[src/rtl/eprom_rd_pkg.sv]
package eprom_rd_pkg;

    typedef enum logic [1:0] {
        S_IDLE  = 2'd0,
        S_LEAD  = 2'd1,
        S_READ  = 2'd2,
        S_FLOAT = 2'd3
    } rd_state_t;

    function automatic int cdiv(input int num, input int den);
        return (num + den - 1) / den;
    endfunction

endpackage

[src/rtl/eprom_wait_timer.sv]
module eprom_wait_timer #(
    parameter int CNT_W = 4
) (
    input  logic             clk,
    input  logic             rst_n,
    input  logic             load,
    input  logic [CNT_W-1:0] load_val,
    output logic             expired
);
    logic [CNT_W-1:0] cnt;

    always_ff @(posedge clk or negedge rst_n) begin
        if (!rst_n)          cnt <= '0;
        else if (load)       cnt <= load_val;
        else if (cnt != '0)  cnt <= cnt - 1'b1;
    end

    assign expired = (cnt == '0);
endmodule

[src/rtl/eprom_dev_decode.sv]
module eprom_dev_decode #(
    parameter int SEL_W   = 2,
    parameter int NUM_DEV = 4
) (
    input  logic [SEL_W-1:0]   sel,
    output logic [NUM_DEV-1:0] ce_n
);
    for (genvar d = 0; d < NUM_DEV; d++) begin : g_dev
        assign ce_n[d] = (sel != SEL_W'(d));
    end
endmodule

[src/rtl/eprom_rd_ctrl.sv]
module eprom_rd_ctrl
    import eprom_rd_pkg::*;
#(
    parameter int DATA_W = 16,
    parameter int ADDR_W = 18,
    parameter int SEL_W  = 2,
    parameter int CLK_NS = 10,
    parameter int ACC_NS = 100,
    parameter int OE_NS  = 50,
    parameter int DF_NS  = 35
) (
    input  logic                      clk,
    input  logic                      rst_n,
    input  logic                      req,
    input  logic [ADDR_W+SEL_W-1:0]   req_addr,
    output logic                      ack,
    output logic                      busy,
    output logic                      rd_valid,
    output logic [DATA_W-1:0]         rd_data,
    output logic [ADDR_W-1:0]         mem_addr,
    output logic [(1<<SEL_W)-1:0]     mem_ce_n,
    output logic                      mem_oe_n,
    input  logic [DATA_W-1:0]         mem_dq
);
    localparam int NUM_DEV  = 1 << SEL_W;
    localparam int ACC_CYC  = cdiv(ACC_NS, CLK_NS);
    localparam int OE_CYC   = cdiv(OE_NS, CLK_NS);
    localparam int DF_CYC   = cdiv(DF_NS, CLK_NS);
    localparam int LEAD_CYC = ACC_CYC - OE_CYC;
    localparam int MAX_CYC  = (ACC_CYC > DF_CYC) ? ACC_CYC : DF_CYC;
    localparam int CNT_W    = $clog2(MAX_CYC + 1);
    localparam int GAP_W    = $clog2(DF_CYC + 1);

    rd_state_t            state, state_nx;
    logic                 tmr_load, tmr_done;
    logic [CNT_W-1:0]     tmr_val;
    logic [NUM_DEV-1:0]   sel_ce_n;

    eprom_dev_decode #(.SEL_W(SEL_W), .NUM_DEV(NUM_DEV)) dec_i (
        .sel  (req_addr[ADDR_W+SEL_W-1:ADDR_W]),
        .ce_n (sel_ce_n)
    );

    eprom_wait_timer #(.CNT_W(CNT_W)) tmr_i (
        .clk      (clk),
        .rst_n    (rst_n),
        .load     (tmr_load),
        .load_val (tmr_val),
        .expired  (tmr_done)
    );

    // state register
    always_ff @(posedge clk or negedge rst_n) begin
        if (!rst_n) state <= S_IDLE;
        else        state <= state_nx;
    end

    // next state and timer reload
    always_comb begin
        state_nx = state;
        tmr_load = 1'b0;
        tmr_val  = '0;
        unique case (state)
            S_IDLE: if (req) begin
                state_nx = S_LEAD;
                tmr_load = 1'b1;
                tmr_val  = CNT_W'(LEAD_CYC - 1);
            end
            S_LEAD: if (tmr_done) begin
                state_nx = S_READ;
                tmr_load = 1'b1;
                tmr_val  = CNT_W'(OE_CYC);
            end
            S_READ: if (tmr_done) begin
                state_nx = S_FLOAT;
                tmr_load = 1'b1;
                tmr_val  = CNT_W'(DF_CYC - 1);
            end
            S_FLOAT: if (tmr_done) state_nx = S_IDLE;
            default: state_nx = S_IDLE;
        endcase
    end

    // registered outputs
    always_ff @(posedge clk or negedge rst_n) begin
        if (!rst_n) begin
            ack      <= 1'b0;
            busy     <= 1'b0;
            rd_valid <= 1'b0;
            rd_data  <= '0;
            mem_addr <= '0;
            mem_ce_n <= '1;
            mem_oe_n <= 1'b1;
        end else begin
            ack      <= 1'b0;
            rd_valid <= 1'b0;
            unique case (state)
                S_IDLE: if (req) begin
                    ack      <= 1'b1;
                    busy     <= 1'b1;
                    mem_addr <= req_addr[ADDR_W-1:0];
                    mem_ce_n <= sel_ce_n;
                end
                S_LEAD: if (tmr_done) mem_oe_n <= 1'b0;
                S_READ: if (tmr_done) begin
                    rd_data  <= mem_dq;
                    rd_valid <= 1'b1;
                    mem_ce_n <= '1;
                    mem_oe_n <= 1'b1;
                end
                S_FLOAT: if (tmr_done) busy <= 1'b0;
                default: ;
            endcase
        end
    end

    // float-window observer for the gap assertion
    logic             any_ce;
    logic [GAP_W-1:0] gap_cnt;
    assign any_ce = ~&mem_ce_n;

    always_ff @(posedge clk or negedge rst_n) begin
        if (!rst_n)                     gap_cnt <= GAP_W'(DF_CYC);
        else if (any_ce)                gap_cnt <= '0;
        else if (gap_cnt < GAP_W'(DF_CYC)) gap_cnt <= gap_cnt + 1'b1;
    end

    p_one_device_r2: assert property (@(posedge clk) disable iff (!rst_n)
        $countones(~mem_ce_n) <= 1);

    p_oe_under_ce_r3: assert property (@(posedge clk) disable iff (!rst_n)
        !mem_oe_n |-> any_ce);

    p_valid_pulse_r4: assert property (@(posedge clk) disable iff (!rst_n)
        rd_valid |=> !rd_valid);

    p_addr_hold_r5: assert property (@(posedge clk) disable iff (!rst_n)
        (!mem_oe_n && $past(!mem_oe_n)) |-> $stable(mem_addr));

    p_joint_release_r5: assert property (@(posedge clk) disable iff (!rst_n)
        $rose(mem_oe_n) |-> (&mem_ce_n && rd_valid));

    p_float_gap_r6: assert property (@(posedge clk) disable iff (!rst_n)
        (any_ce && !$past(any_ce)) |-> (gap_cnt >= GAP_W'(DF_CYC)));

    p_ack_from_idle_r7: assert property (@(posedge clk) disable iff (!rst_n)
        ack |-> ($past(!busy) && busy));

    p_busy_at_return_r9: assert property (@(posedge clk) disable iff (!rst_n)
        rd_valid |-> busy);
endmodule

[config.mk]
export PLATFORM = sky130hd
export DESIGN_NAME = eprom_rd_ctrl
export DESIGN_NICKNAME = d
export VERILOG_FILES = /design/src/rtl/eprom_rd_pkg.sv /design/src/rtl/eprom_wait_timer.sv /design/src/rtl/eprom_dev_decode.sv /design/src/rtl/eprom_rd_ctrl.sv
export SDC_FILE = /design/constraint.sdc
export NUM_CORES = 1
export LEC_CHECK = 0
export ABC_AREA = 1
export BUFFER_PORTS_ARGS = -buffer_cell sky130_fd_sc_hd__buf_2
export CORE_MARGIN = 3
export CORE_UTILIZATION = 48
export CTS_CLUSTER_SIZE = 16
export DETAILED_ROUTE_END_ITERATION = 16
export PLACE_DENSITY_LB_ADDON = 0.12
export SYNTH_ARGS = -nofsm -noshare
export SYNTH_HDL_FRONTEND = slang
export SYNTH_HIERARCHICAL = 1
export SYNTH_SLANG_ARGS = --single-unit
[constraint.sdc]
create_clock -name clk -period 1.9 [get_ports clk]
set_input_delay 0.095 -clock clk [delete_from_list [all_inputs] [get_ports clk]]
set_output_delay 0.095 -clock clk [all_outputs]
set_load 0.005 [all_outputs]
==> results of run 1 <==
-- worst max-delay path: cells and delay by family (launching register included) --
family | cells | cell delay (ps)
buffers and inverters | 5 | 490
AOI/OAI and AO/OA | 1 | 150
adders and majority gates | 1 | 230
DFF | 1 | 380
and+or+nand+nor | 5 | 320
-- worst max-delay path by stage --
stage | slack [ps] | to
floorplan | 210 | tmr_i/cnt[3]
global placement | 310 | tmr_i/cnt[3]
detailed placement | 240 | tmr_i/cnt[0]
CTS | 220 | tmr_i/cnt[0]
global route | 9 | tmr_i/cnt[3]
finish | 240 | tmr_i/cnt[3]
-- cell families (layout without fill, tap and decap cells) --
family	count (synthesis)	count (layout)	synth area share, %
AO/OA/AOI/OAI	14	14	3.78
XOR/XNOR	1	1	0.407
adder cells (fa/ha/maj)	8	8	4.65
buffers and inverters	26	145	5.93
flip-flops	48	48	56.1
other	1	1	0.174
AND/OR/NAND/NOR	156	156	28.9
-- power by group --
part / total, mW / internal [mW] / switching, mW / leakage, nW
sequential: 1.84 / 1.57 / 0.269 / 0.579
combinational: 2.00 / 0.886 / 1.12 / 1.10
clock: 0.580 / 0.257 / 0.323 / 0.0412
-- final cells by class --
cell class,count,area (µm²),area share (%)
well taps,50,62.6,2.07
flip-flops and latches,48,1210,39.9
inverters,19,71.3,2.36
multi-input cells,180,816,27.0
clock buffers,6,72.6,2.40
clock inverters,2,12.5,0.414
repair buffers,118,783,25.9
-- per-layer routing --
layer,vias to the layer above,wire length (µm),GRT usage (%)
met5,-,0,0
met1,873,2140,24.0
li1,996,-,-
met2,49,2380,34.8
met3,5,242,3.17
met4,0,63,7.38
-- layout by cell type (no fill, tap or decap), types with 4 or more instances in the layout --
cell and instances:
ha_1 8, nand2_1 139, inv_1 15, dlygate4sd3_1 34, dfrtp_1 43, inv_2 4, nor2_1 7, buf_2 80
o21ai_1 4, clkbuf_8 5, dfstp_2 5, o21ai_0 6
-- what timing repair did --
item | in CTS | in global routing
hold buffers | 34 | 0
setup endpoints to repair | 0 | 0
hold endpoints to repair | 54 | 0
-- stage by stage --
stage	utilization, %	instance area (µm²)	instances	hold slack, ps
5_1_grt	72.5	3030	423	27.9
6_report	72.5	3030	423	27.0
3_5_place_dp	62.3	2600	381	98.1
3_3_place_gp	62.3	2600	381	94.2
4_1_cts	72.5	3030	423	0.720
2_1_floorplan	-	2150	254	-201
-- registers in the layout, indices dropped and copies added (netlist names) --
| signal | flops |
|---|---|
| state | 2 |
| mem_oe_n | 1 |
| mem_addr | 18 |
| busy | 1 |
| rd_valid | 1 |
| ack | 1 |
| tmr_i/cnt | 4 |
| mem_ce_n | 4 |
| rd_data | 16 |
==> impl_metrics.ini, run 1 <==
[status]
status = finished clean

[sta]
drv_slew = 0
fin_crit_sh_pct = 87.3
skew_ps = 7.33
tightest_slew_ps = 506
layout_setup_ws_ps = 241
hold_violations = 0
post-route-min-period_ps = 1660
rsz0062_at_grt = no
fmax_mhz = 603
slew_headroom_pct = 66.3
tns_ps = 0
setup_viol = 0

[placed_design]
dp_hpwl_um = 3330
gp_congestion = 0.843
port_buffers = 80
pre_cts_slack_ps = 239

[critical_path]
critPathMaxFanout = 7
critPathLaunch = tmr_i/cnt[0]
timing.rr.end = tmr_i/cnt[3]
crit_top_cell = nand2_1
path_cells = inv_1, ha_1, nand2_1, inv_1, nand2_1, a21oi_1, buf_4, inv_1, nand2_1, inv_1, nand2_1, nand2_1
ff2ff_setup_slack_ps = 240
critical_path_required_ps = 2090
r2r-start = tmr_i/cnt[0]
crit_arrival_ps = 1850
critPathCaptureType = flop
path_class = flop to flop
r2r_cells = 12
cp-start-kind = flop
crit_slowest_cell = dfrtp_1
slowest_delay_ps = 380

[drt]
drt_iter0_markers = 88
ant_nets = 0
wl_per_cell_um = 11.4
dr.pass1.iters = 4
drc = 0
via_per_inst = 4.55
vias = 1923
wirelength_um = 4820

[layout]
antenna_cells = 0
drive_above_1_share_pct = 29.0
syn_to_final_growth_pct = 40.7
fill_cells = 317
nets = 419

[cts]
cts-resized-gates = 0
cts_htree_levels = 2
path_clk_slew_ps = 90
worstSkewPairLatency_ps = 300
numCtsBuffers = 5
cts_setup_buffers = 0
cts_num_sinks = 48
cts_tree = yes
clockRootBuffer = clkbuf_8
cts_buffer_depth = 2

[logic_synthesis]
ys_async_sr_fraction_pct = 100
syn_nets = 301
synthTopCellsByCount = nand2_1 (139), dfrtp_1 (43), inv_1 (15), ha_1 (8), nor2_1 (7)
yosys_warnings = 6
syn-mean-instance-area_um2 = 8.47
yosys.area.top_type = dfrtp_1
syn_inst = 254
synthesis.area_um2 = 2150
synth_most_common_cell = nand2_1
yosysSeqAreaShare_pct = 56.1
synth_edf_count = 0
synth_area_leaders = dfrtp_1 (50%), nand2_1 (24%), dfstp_2 (6.1%)
ys_ff_latch = 48
yosysUniqueCellTypes = 22
synth_top_area_share_pct = 50.0
synth_flop_cell = dfrtp_1

[global_route]
grt_usage_pct = 19.6
overflow = 0
grt_pass1_vias = 1893
grt_antenna_before_repair = 0
grt_max_degree = 28
grt_pass1_wl_um = 8090

[floorplan]
ioPinCount = 81
die_w_um = 72.9
coreArea_um2 = 4170
start_util_pct = 51.5
chipHeight_um = 72.9
fp-row-count = 23
die_area_um2 = 5320

[power_and_ir_drop]
peakVddDrop_uv = 802
leakage_nw = 1.72
power_density_nw_per_um2 = 1460
total_power_mw = 4.42

[worst_hold_path]
hold_path_class = primary input to flop
min_to = mem_addr[10]
min_path_cells = 3
hp-start = req_addr[10]

[job]
drv_cap = 0
No activity file was read; power rests on OpenSTA's default activity.
==> run 2: changes to the inputs <==
--- a/config.mk
+++ b/config.mk
@@ -5,12 +5,12 @@
 export SDC_FILE = /design/constraint.sdc
 export NUM_CORES = 1
 export LEC_CHECK = 0
-export ABC_AREA = 1
 export BUFFER_PORTS_ARGS = -buffer_cell sky130_fd_sc_hd__buf_2
 export CORE_MARGIN = 3
 export CORE_UTILIZATION = 48
 export CTS_CLUSTER_SIZE = 16
 export DETAILED_ROUTE_END_ITERATION = 16
+export HOLD_SLACK_MARGIN = 0.1
 export PLACE_DENSITY_LB_ADDON = 0.12
 export SYNTH_ARGS = -nofsm -noshare
 export SYNTH_HDL_FRONTEND = slang
==> run 2 against run 1 <==
Register-to-register slack lost 90 ps. Design area grew 0.95%. Power up 3.0%.
==> impl_metrics.ini, run 2 <==
[status]
status = finished clean

[layout]
fin_cells = 331
nets = 327
syn_to_final_growth_pct = 44.3
drive_above_1_share_pct = 51.2
reg_top3 = mem_addr (18), rd_data (16)
antenna_cells = 0
layout_common_cells = buf_2 (80), dfrtp_1 (43), dlygate4sd3_1 (35)
regMostFlops = mem_addr
final_common_cell = buf_2
fill_cells = 276
largest_reg_flops = 18

[floorplan]
chipHeight_um = 72.4
coreArea_um2 = 4120
fp-row-count = 23
die_area_um2 = 5240
ioPinCount = 81
start_util_pct = 51.4
die_w_um = 72.4

[drt]
dr.pass1.iters = 5
via_per_inst = 4.95
wirelength_um = 4800
ant_nets = 0
wl_per_cell_um = 14.5
vias = 1638
drc = 0
drt_iter0_markers = 35

[worst_hold_path]
hold_path_class = primary input to flop

[power_and_ir_drop]
power_density_nw_per_um2 = 1490
total_power_mw = 4.56
peakVddDrop_uv = 945
leakage_nw = 1.53

[logic_synthesis]
synth_top_area_share_pct = 50.8
synthTopCellsByCount = dfrtp_1 (43), mux2_2 (30)
yosys.area.top_type = dfrtp_1
syn_nets = 202
synth_edf_count = 0
yosys.area_share.simple_pct = 6.62
synth_xor_xnor_area_share_pct = 0.414
ys_async_sr_fraction_pct = 100
syn-mean-instance-area_um2 = 13.7
yosys_warnings = 6
synthesis.area_um2 = 2120
synth-adder-area-share_pct = 4.73
ys_ff_latch = 48
yosysUniqueCellTypes = 26
synth_most_common_cell = dfrtp_1
synth_flop_cell = dfrtp_1
synth_area_leaders = dfrtp_1 (51%), mux2_2 (16%), dfstp_2 (6.2%)
syn_inst = 155
synth_top_family_by_area = multiplexers
yosysSeqAreaShare_pct = 57.0
synth_mux_area_share_pct = 23.5
synth_compound_area_share_pct = 4.31

[sta]
fin_crit_sh_pct = 92.1
drv_slew = 0
layout_setup_ws_ps = 150
tns_ps = 0
skew_ps = 5.90
fmax_mhz = 571
setup_viol = 0
slew_headroom_pct = 66.4
post-route-min-period_ps = 1750
tightest_slew_ps = 505
rsz0062_at_grt = no
hold_violations = 0

[global_route]
overflow = 0
grt_usage_pct = 18.7
grt_antenna_before_repair = 0
grt_max_degree = 23
grt_pass1_wl_um = 7650
grt_pass1_vias = 1651

[cts]
worstSkewPairLatency_ps = 290
cts_htree_levels = 2
cts_tree = yes
cts_num_sinks = 48
clockRootBuffer = clkbuf_8
path_clk_slew_ps = 90
cts_buffer_depth = 2
numCtsBuffers = 5

[placed_design]
pre_cts_slack_ps = 105
gp_congestion = 0.795
dpl.cell_count = 287
dp_hpwl_um = 3270
port_buffers = 80

[critical_path]
r2r-start = state[0]
path_class = flop to flop
critPathLaunch = state[0]
cp-start-kind = flop
slowest_delay_ps = 420
r2r_cells = 7
crit_end = tmr_i/cnt[3]
path_cells = inv_1, ha_2, nand2_1, a21oi_1, buf_4, nor3_1, a221o_1
critPathCaptureType = flop
crit_slowest_cell = dfrtp_1
timing.rr.end = tmr_i/cnt[3]
ff2ff_setup_slack_ps = 150
crit_arrival_ps = 1930
critical_path_required_ps = 2080
critPathMaxFanout = 7

[job]
drv_cap = 0
run 2: cell types whose count changed in the layout (fill, tap and decap cells not counted), sizes merged, moves of 2 or more:
| cell | delta |
|---|---|
| a21oi | +2 |
| nand3 | -5 |
| nand2 | -133 |
| mux2i | +4 |
| o21ai | -6 |
| buf | +4 |
| nand2b | +3 |
| nor3 | +3 |
| inv | -10 |
| mux2 | +38 |
| nor3b | +2 |
| o22ai | +5 |
run 2: where the power goes:
group | leakage [nW] | total [mW] | switching, mW | internal [mW]
registers | 0.561 | 1.86 | 0.296 | 1.57
clock network | 0.0516 | 0.623 | 0.325 | 0.298
logic | 0.916 | 2.07 | 0.874 | 1.20
total | 1.53 | 4.56 | 1.49 | 3.06
run 2: how the worst min path moves through the flow:
| stage | start | end | slack [ps] | cells after the start |
|---|---|---|---|---|
| finish | req_addr[19] | mem_ce_n[2] | 140 | 4 |
| global route | req_addr[19] | mem_ce_n[2] | 180 | 4 |
| CTS | req_addr[18] | mem_ce_n[1] | 140 | 4 |
| detailed placement | rst_n | state[0] | 80 | 1 |
| global placement | rst_n | busy | 80 | 1 |
| floorplan | rst_n | ack | -200 | 0 |
run 2: layout make-up:
| class | instances | area, µm² | share of cell area (%) |
|---|---|---|---|
| clock buffer | 6 | 82.6 | 2.70 |
| clock inverter | 2 | 13.8 | 0.451 |
| inverter | 8 | 30.0 | 0.983 |
| multi-input combinational | 94 | 847 | 27.7 |
| sequential | 48 | 1210 | 39.5 |
| tap | 50 | 62.6 | 2.05 |
| timing repair buffer | 123 | 811 | 26.5 |
run 2: worst max-delay path: cells and delay by family (launching register included):
family,cells,cell delay [ps]
AND/OR/NAND/NOR,2,180
adder cells (fa/ha/maj),1,260
AO/OA/AOI/OAI,2,460
buffers and inverters,2,320
flip-flops,1,420
run 2: what timing repair did:
| action | CTS | global route |
|---|---|---|
| resized for setup | 0 | 3 |
| hold endpoints to repair | 49 | 0 |
| buffers inserted | 0 | 1 |
| hold buffers | 35 | 0 |
| setup endpoints to repair | 0 | 2 |
run 2: cells by family after synthesis:
| family | Yosys count |
|---|---|
| AO/OA/AOI/OAI | 16 |
| XOR/XNOR | 1 |
| adder cells (fa/ha/maj) | 8 |
| buffers and inverters | 13 |
| flip-flops | 48 |
| multiplexers | 42 |
| other | 1 |
| AND/OR/NAND/NOR | 26 |
run 2: metal layers:
metal  GRT usage (%)  vias to the layer above  part of all wire (%)
met2            33.9                       49                    54
met5               0                        -                     0
met1            22.6                      804                    40
met4            4.71                        0                  0.48
met3            3.74                        4                   4.7
li1                -                      781                     -
run 2: through the flow:
stage / hold WS, ps / cell area (µm²) / util (%)
global route: 179 / 3050 / 74.2
detailed placement: 84.8 / 2590 / 63.1
CTS: 135 / 3040 / 73.9
floorplan: -201 / 2120 / -
global placement: 82.4 / 2590 / 63.1
finish: 144 / 3050 / 74.2
